<file path="src/rtl/fifo_bridge_pkg.sv">
package fifo_bridge_pkg;
  typedef enum logic {
    DS_IDLE  = 1'b0,
    DS_DRAIN = 1'b1
  } drain_state_e;

  localparam logic [1:0] SEL_LENGTH  = 2'd0;
  localparam logic [1:0] SEL_REQCTL  = 2'd1;
  localparam int         BIT_REQ     = 2;
  localparam int         BIT_REV     = 0;
  localparam logic [1:0] MODE_ARMED  = 2'b01;
endpackage

</file>
<file path="src/rtl/bridge_word_store.sv">
module bridge_word_store #(
  parameter int W     = 16,
  parameter int DEPTH = 8,
  localparam int PW   = $clog2(DEPTH + 1),
  localparam int IW   = $clog2(DEPTH)
) (
  input  logic          clk,
  input  logic          rst_n,
  input  logic          push,
  input  logic [W-1:0]  push_data,
  input  logic          clear,
  input  logic [IW-1:0] rd_idx,
  output logic [W-1:0]  rd_data,
  output logic [PW-1:0] count
);
  logic [W-1:0] slot [DEPTH];

  generate
    for (genvar g = 0; g < DEPTH; g++) begin : g_slot
      always_ff @(posedge clk) begin
        if (push && count[IW-1:0] == IW'(g) && count < PW'(DEPTH))
          slot[g] <= push_data;
      end
    end
  endgenerate

  always_ff @(posedge clk or negedge rst_n) begin
    if (!rst_n)     count <= '0;
    else if (clear) count <= '0;
    else if (push)  count <= count + 1'b1;
  end

  assign rd_data = slot[rd_idx];

  assert_no_overflow_R10: assert property (@(posedge clk) disable iff (!rst_n)
    push |-> count < PW'(DEPTH));
endmodule

</file>
<file path="src/rtl/bridge_drain_seq.sv">
module bridge_drain_seq
  import fifo_bridge_pkg::*;
#(
  parameter int DEPTH = 8,
  localparam int PW   = $clog2(DEPTH + 1)
) (
  input  logic          clk,
  input  logic          rst_n,
  input  logic          start,
  input  logic [PW-1:0] count,
  input  logic          tcnt_zero,
  input  logic          out_ready,
  output logic          busy,
  output logic [PW-1:0] rd_ptr,
  output logic          out_valid,
  output logic          beat,
  output logic          done
);
  drain_state_e st;
  logic         more;

  assign busy      = (st == DS_DRAIN);
  assign more      = (rd_ptr < count) && !tcnt_zero;
  assign out_valid = busy && more;
  assign beat      = out_valid && out_ready;
  assign done      = busy && !more;

  always_ff @(posedge clk or negedge rst_n) begin
    if (!rst_n) begin
      st     <= DS_IDLE;
      rd_ptr <= '0;
    end else begin
      case (st)
        DS_IDLE: if (start) begin
          st     <= DS_DRAIN;
          rd_ptr <= '0;
        end
        DS_DRAIN: begin
          if (beat) rd_ptr <= rd_ptr + 1'b1;
          if (done) st <= DS_IDLE;
        end
        default: st <= DS_IDLE;
      endcase
    end
  end

  assert_hold_out_R6: assert property (@(posedge clk) disable iff (!rst_n)
    (out_valid && !out_ready) |=> (out_valid && $stable(rd_ptr)));
  assert_done_idle_R7: assert property (@(posedge clk) disable iff (!rst_n)
    done |=> !busy);
endmodule

</file>
<file path="src/rtl/bridge_regs.sv">
module bridge_regs
  import fifo_bridge_pkg::*;
#(
  parameter int AW = 32,
  parameter int CW = 24,
  parameter int LW = 16
) (
  input  logic          clk,
  input  logic          rst_n,
  input  logic          reg_we,
  input  logic [1:0]    reg_sel,
  input  logic [LW-1:0] reg_wdata,
  input  logic          cfg_we,
  input  logic [AW-1:0] cfg_dst,
  input  logic [CW-1:0] cfg_cnt,
  input  logic          busy,
  input  logic          beat,
  input  logic          done,
  input  logic          set_full,
  output logic [LW-1:0] len,
  output logic          req_en,
  output logic          rev,
  output logic          full,
  output logic [AW-1:0] dst,
  output logic [CW-1:0] tcnt,
  output logic          ch_end
);
  logic host_wr, cfg_wr;
  assign host_wr = reg_we && !busy;
  assign cfg_wr  = cfg_we && !busy;

  always_ff @(posedge clk or negedge rst_n) begin
    if (!rst_n) begin
      len    <= '0;
      req_en <= 1'b0;
      rev    <= 1'b0;
      full   <= 1'b0;
      dst    <= '0;
      tcnt   <= '0;
      ch_end <= 1'b0;
    end else begin
      if (beat) begin
        len  <= len - 1'b1;
        dst  <= dst + AW'(2);
        tcnt <= tcnt - 1'b1;
      end else begin
        if (host_wr && reg_sel == SEL_LENGTH)
          len <= {reg_wdata[LW-1:2], 2'b00};
        if (cfg_wr) begin
          dst  <= cfg_dst;
          tcnt <= cfg_cnt;
        end
      end
      if (host_wr && reg_sel == SEL_REQCTL) begin
        req_en <= reg_wdata[BIT_REQ];
        rev    <= reg_wdata[BIT_REV];
      end else if (done && len == '0) begin
        req_en <= 1'b0;
      end
      if (done)          full <= 1'b0;
      else if (set_full) full <= 1'b1;
      if (done && tcnt == '0) ch_end <= 1'b1;
      else if (cfg_wr)        ch_end <= 1'b0;
    end
  end

  assert_len_align_R1: assert property (@(posedge clk) disable iff (!rst_n)
    (reg_we && !busy && reg_sel == SEL_LENGTH) |=> len[1:0] == 2'b00);
  assert_req_clear_R8: assert property (@(posedge clk) disable iff (!rst_n)
    (done && len == '0) |=> !req_en);
  assert_end_set_R9: assert property (@(posedge clk) disable iff (!rst_n)
    (done && tcnt == '0) |=> ch_end);
  assert_busy_cfg_R11: assert property (@(posedge clk) disable iff (!rst_n)
    (busy && !beat) |=> ($stable(dst) && $stable(tcnt)));
  assert_full_keep_R2: assert property (@(posedge clk) disable iff (!rst_n)
    (reg_we && reg_sel == SEL_REQCTL && !done && !set_full) |=> $stable(full));
endmodule

</file>
<file path="src/rtl/host_dma_fifo_bridge.sv">
module host_dma_fifo_bridge
  import fifo_bridge_pkg::*;
#(
  parameter int W     = 16,
  parameter int DEPTH = 8,
  parameter int GROUP = 4,
  parameter int AW    = 32,
  parameter int CW    = 24
) (
  input  logic          clk,
  input  logic          rst_n,
  input  logic          reg_we,
  input  logic [1:0]    reg_sel,
  input  logic [W-1:0]  reg_wdata,
  input  logic          cfg_we,
  input  logic [AW-1:0] cfg_dst,
  input  logic [CW-1:0] cfg_cnt,
  input  logic [1:0]    ch_mode,
  input  logic          dma_en,
  input  logic          in_valid,
  output logic          in_ready,
  input  logic [W-1:0]  in_data,
  output logic          out_valid,
  input  logic          out_ready,
  output logic [AW-1:0] out_addr,
  output logic [W-1:0]  out_data,
  output logic          busy,
  output logic          fifo_full,
  output logic          req_en,
  output logic          rev_mode,
  output logic [W-1:0]  len_left,
  output logic [CW-1:0] xfer_left,
  output logic          ch_end
);
  localparam int PW = $clog2(DEPTH + 1);
  localparam int IW = $clog2(DEPTH);
  localparam int GW = $clog2(GROUP);

  logic [PW-1:0] count;
  logic [PW-1:0] rd_ptr;
  logic          start, push, set_full, beat, done;

  assign start    = !busy && count != '0 && count[GW-1:0] == '0 &&
                    ch_mode == MODE_ARMED && dma_en;
  assign in_ready = !busy && count < PW'(DEPTH) && !start;
  assign push     = in_valid && in_ready && req_en;
  assign set_full = push && count == PW'(DEPTH - 1);

  bridge_word_store #(.W(W), .DEPTH(DEPTH)) u_store (
    .clk(clk), .rst_n(rst_n), .push(push), .push_data(in_data),
    .clear(done), .rd_idx(rd_ptr[IW-1:0]), .rd_data(out_data), .count(count)
  );

  bridge_drain_seq #(.DEPTH(DEPTH)) u_seq (
    .clk(clk), .rst_n(rst_n), .start(start), .count(count),
    .tcnt_zero(xfer_left == '0), .out_ready(out_ready), .busy(busy),
    .rd_ptr(rd_ptr), .out_valid(out_valid), .beat(beat), .done(done)
  );

  bridge_regs #(.AW(AW), .CW(CW), .LW(W)) u_regs (
    .clk(clk), .rst_n(rst_n), .reg_we(reg_we), .reg_sel(reg_sel),
    .reg_wdata(reg_wdata), .cfg_we(cfg_we), .cfg_dst(cfg_dst),
    .cfg_cnt(cfg_cnt), .busy(busy), .beat(beat), .done(done),
    .set_full(set_full), .len(len_left), .req_en(req_en), .rev(rev_mode),
    .full(fifo_full), .dst(out_addr), .tcnt(xfer_left), .ch_end(ch_end)
  );

  assert_full_block_R4: assert property (@(posedge clk) disable iff (!rst_n)
    fifo_full |-> !in_ready);
  assert_drop_word_R3: assert property (@(posedge clk) disable iff (!rst_n)
    (in_valid && in_ready && !req_en && !done) |=> $stable(count));
  assert_start_arm_R5: assert property (@(posedge clk) disable iff (!rst_n)
    (!busy && ch_mode != MODE_ARMED) |=> !busy);
endmodule

</file>
<file path="config.mk">
export PLATFORM = sky130hd
export DESIGN_NAME = host_dma_fifo_bridge
export DESIGN_NICKNAME = d
export VERILOG_FILES = /design/src/rtl/fifo_bridge_pkg.sv /design/src/rtl/bridge_word_store.sv /design/src/rtl/bridge_drain_seq.sv /design/src/rtl/bridge_regs.sv /design/src/rtl/host_dma_fifo_bridge.sv
export SDC_FILE = /design/constraint.sdc
export NUM_CORES = 1
export LEC_CHECK = 0
export BUFFER_PORTS_ARGS = -buffer_cell sky130_fd_sc_hd__buf_2
export CORE_UTILIZATION = 50
export DETAILED_ROUTE_END_ITERATION = 6
export PLACE_DENSITY_LB_ADDON = 0.1
export SLEW_MARGIN = 20
export SYNTH_ARGS = -nofsm -noshare
export SYNTH_HDL_FRONTEND = slang
export SYNTH_HIERARCHICAL = 1
export SYNTH_SLANG_ARGS = --single-unit
</file>
<file path="constraint.sdc">
create_clock -name clk -period 2.9 [get_ports clk]
set_input_delay 0.87 -clock clk [delete_from_list [all_inputs] [get_ports clk]]
set_output_delay 0.87 -clock clk [all_outputs]
set_load 0.02 [all_outputs]
</file>
==> reports/results.ini <==
[status]
status = complete, but fails checks
violations = negative setup slack

[grt]
grt_pass1_vias = 7351
grt.total_usage_pct = 23.3
grt_overflow = 0
grt_pass1_wl_mm = 39.7
antenna_found_initial = 4
grt_max_degree = 72

[floorplanning]
die_x_um = 148
coreArea_um2 = 21000
dieArea_um2 = 21900
fp.dieH_um = 148
io_pins = 194
row_count = 53
initial_core_util_pct = 50.9

[logic_synthesis]
synth_top_family_by_area = simple AND/OR/NAND/NOR gates
synth-main-ff-cell = edfxtp_1
postSynthAreaPerCell_um2 = 12.9
synth_cells = 827
synth-simple-area-share_pct = 14.6
synth.largest_area_cell = edfxtp_1
synth-seq-cells = 213
async_flop_share_pct = 39.9
yosysSeqAreaShare_pct = 56.0
synthXorXnorAreaFrac_pct = 2.46
synth.net_count = 941
synth_area_um2 = 10700
synth_edf_count = 128
yosysWarnings = 6
synth.distinct_cells = 73
synthAdderAreaFrac_pct = 1.76
synth_mux_area_share_pct = 10.4
synth_top_cell_area_share_pct = 36.0
netlist_top_cells_area = edfxtp_1, dfrtp_1, mux4_1
synth_compound_area_share_pct = 11.3

[routing]
drc = 0
vias = 7710
drt_iter0_drc = 330
viasPerCell = 5.80
drt_wl_total_mm = 25.6
dr.pass1.iters = 4
ant_nets = 0
wl_per_cell_um = 19.2

[cts]
path_clk_slew_ns = 0.06
h-tree-depth = 1
cts_root_buffer = clkbuf_16
cts_buffer_depth = 3
cts_buffers = 23
worstSkewPairLatency_ns = 0.50
cts.sinks = 213
cts_tree = yes

[setup_path]
crit_arrival_ns = 2.15
slowest_delay_ns = 0.57
r2r_cells = 11
crit_fanout = 19
critPathKind = register to output pin
slowest_stage = mux4_1
crit_family = multiplexers
crit_required_ns = 2.03
reg2reg_from = u_store/count[1]
r2r-end = u_regs/tcnt[2]
startpoint_type = register
worstPathBufferInverterCount = 2
endpoint_kind = output pin
cp_cell_sequence = buf_12, mux4_1, mux2_2, buf_2
rrSetupSlack_ns = 0.28

[placed_design]
dp_slack_ns = 0.0119
dp_hpwl_mm = 16.8
routabilityCongestion = 0.801
port_buffers = 192

[sta]
fin_crit_sh_pct = 104
fin_skew_ns = 0.00790
maxSlewHeadroom_pct = 51.7
setup_viol = 17
max_freq_mhz = 331
tns_ns = -1.62
fin_ws_ns = -0.125
drv_slew = 0
tightestPinTransition_ns = 0.718
rsz0062_at_grt = true
hold_violations = 0
period_minus_slack_ns = 3.02

[power]
p_leak_uw = 0.00498
irDropWorstVdd_v = 0.000616
p_per_area_nw_per_um2 = 1000
power.total_uw = 13200

[finish]
final_cell_mix = buf_2, edfxtp_1, dfrtp_1
fin_nets = 1154
drive_gt1_share_pct = 31.8
diodes = 0
syn2layout_area_growth_pct = 23.0
final_common_cell = buf_2
postLayoutCoreUtil_pct = 62.6

[run]
cap_violations = 0

[min_path]
hold_path_class = input pin to asynchronous set/reset pin

-- flip-flops by register name, summed over array words and instances (netlist names) --
name,flops
u_regs/dst,32
u_regs/tcnt,24
u_store/slot,128
u_regs/rev,1
u_regs/req_en,1
u_seq/rd_ptr,4
u_regs/ch_end,1
u_store/count,4
u_regs/len,16
u_seq/busy,1
u_regs/full,1
-- stage by stage --
stage / instances / cell area, um^2 / hold slack (ns)
floorplan: 827 / 10700 / 0.534
global placement: 1286 / 12200 / 0.473
detailed placement: 1286 / 12200 / 0.490
CTS: 1328 / 13000 / 0.367
global route: 1330 / 13100 / 0.406
finish: 1330 / 13100 / 0.366
-- worst reg2reg max path, stage by stage (launching register included) --
cell and delay, ns:
dfrtp_1 0.37, buf_4 0.12, inv_1 0.03, ha_1 0.22
nor3b_2 0.28, or2_1 0.18, nand3_2 0.12, nor2_4 0.20
clkinv_1 0.33, nand2_2 0.32, nor2_1 0.07, a311oi_1 0.28
-- cells in the mapped netlist, drive strengths merged, types with 9 or more instances --
| library cell | n |
|---|---|
| a211oi | 53 |
| a21oi | 31 |
| a31oi | 27 |
| buf | 13 |
| clkbuf | 37 |
| dfrtp | 85 |
| edfxtp | 128 |
| ha | 15 |
| inv | 20 |
| mux2 | 19 |
| mux4 | 32 |
| nand2 | 40 |
| nand3 | 19 |
| nand4 | 13 |
| nor2 | 39 |
| nor2b | 47 |
| nor3 | 9 |
| nor4 | 17 |
| o21ai | 18 |
| o31ai | 16 |
| or3 | 19 |
| or4 | 24 |
| xnor2 | 12 |
| xor2 | 18 |
-- report_power, final --
part           leakage [uW]  internal [uW]  total [uW]  switching (uW)
registers           0.00217           3850        4670             823
logic               0.00240           2340        5340            3000
clock network      0.000399           1980        3170            1180
total               0.00498           8170       13200            5010
-- layer usage --
metal	track usage, %	vias to the layer above	share of wire, %
met4	7.32	6	2.6
li1	-	3684	-
met3	4.63	47	6.1
met1	30.2	3756	42
met5	0	-	0.14
met2	39.5	217	50
-- what timing repair did --
action                                  4_1_cts  5_1_grt
endpoints found under the setup margin       18       19
buffers inserted                              2        1
gates resized for setup                      17        9
cloned                                        0        1
pin swaps                                     5        2
hold buffers                                  0        0
-- kinds of logic (layout without fill, tap and decap cells) --
| logic type | count (synthesis) | count (layout) |
|---|---|---|
| adders and majority gates | 15 | 15 |
| buffers and inverters | 72 | 300 |
| xor gates and xnor gates | 30 | 30 |
| muxes | 58 | 58 |
| and+or+nand+nor | 265 | 265 |
| DFF | 213 | 213 |
| AOI/OAI and AO/OA | 174 | 174 |
-- area by class of cell --
type                    count  area, um^2
well taps                 275         344
flip-flops and latches    213        5970
clock buffers              23         576
clock inverters            17         246
fillers                  1673        7840
multi-input cells         542        4360
repair buffers            239        1540
inverters                  21        78.8
-- worst max path at each step --
stage / from / to / cells past startpoint
final: u_seq/rd_ptr[0] / out_data[0] / 4
after CTS: u_seq/rd_ptr[0] / out_data[0] / 4
after detailed placement: u_store/count[3] / u_regs/tcnt[2] / 9
after global placement: ch_mode[1] / in_ready / 5
after global routing: u_seq/rd_ptr[0] / out_data[2] / 5
after floorplan: ch_mode[1] / u_store/slot[0][0] / 6
Power figures use the tool's default switching activity.
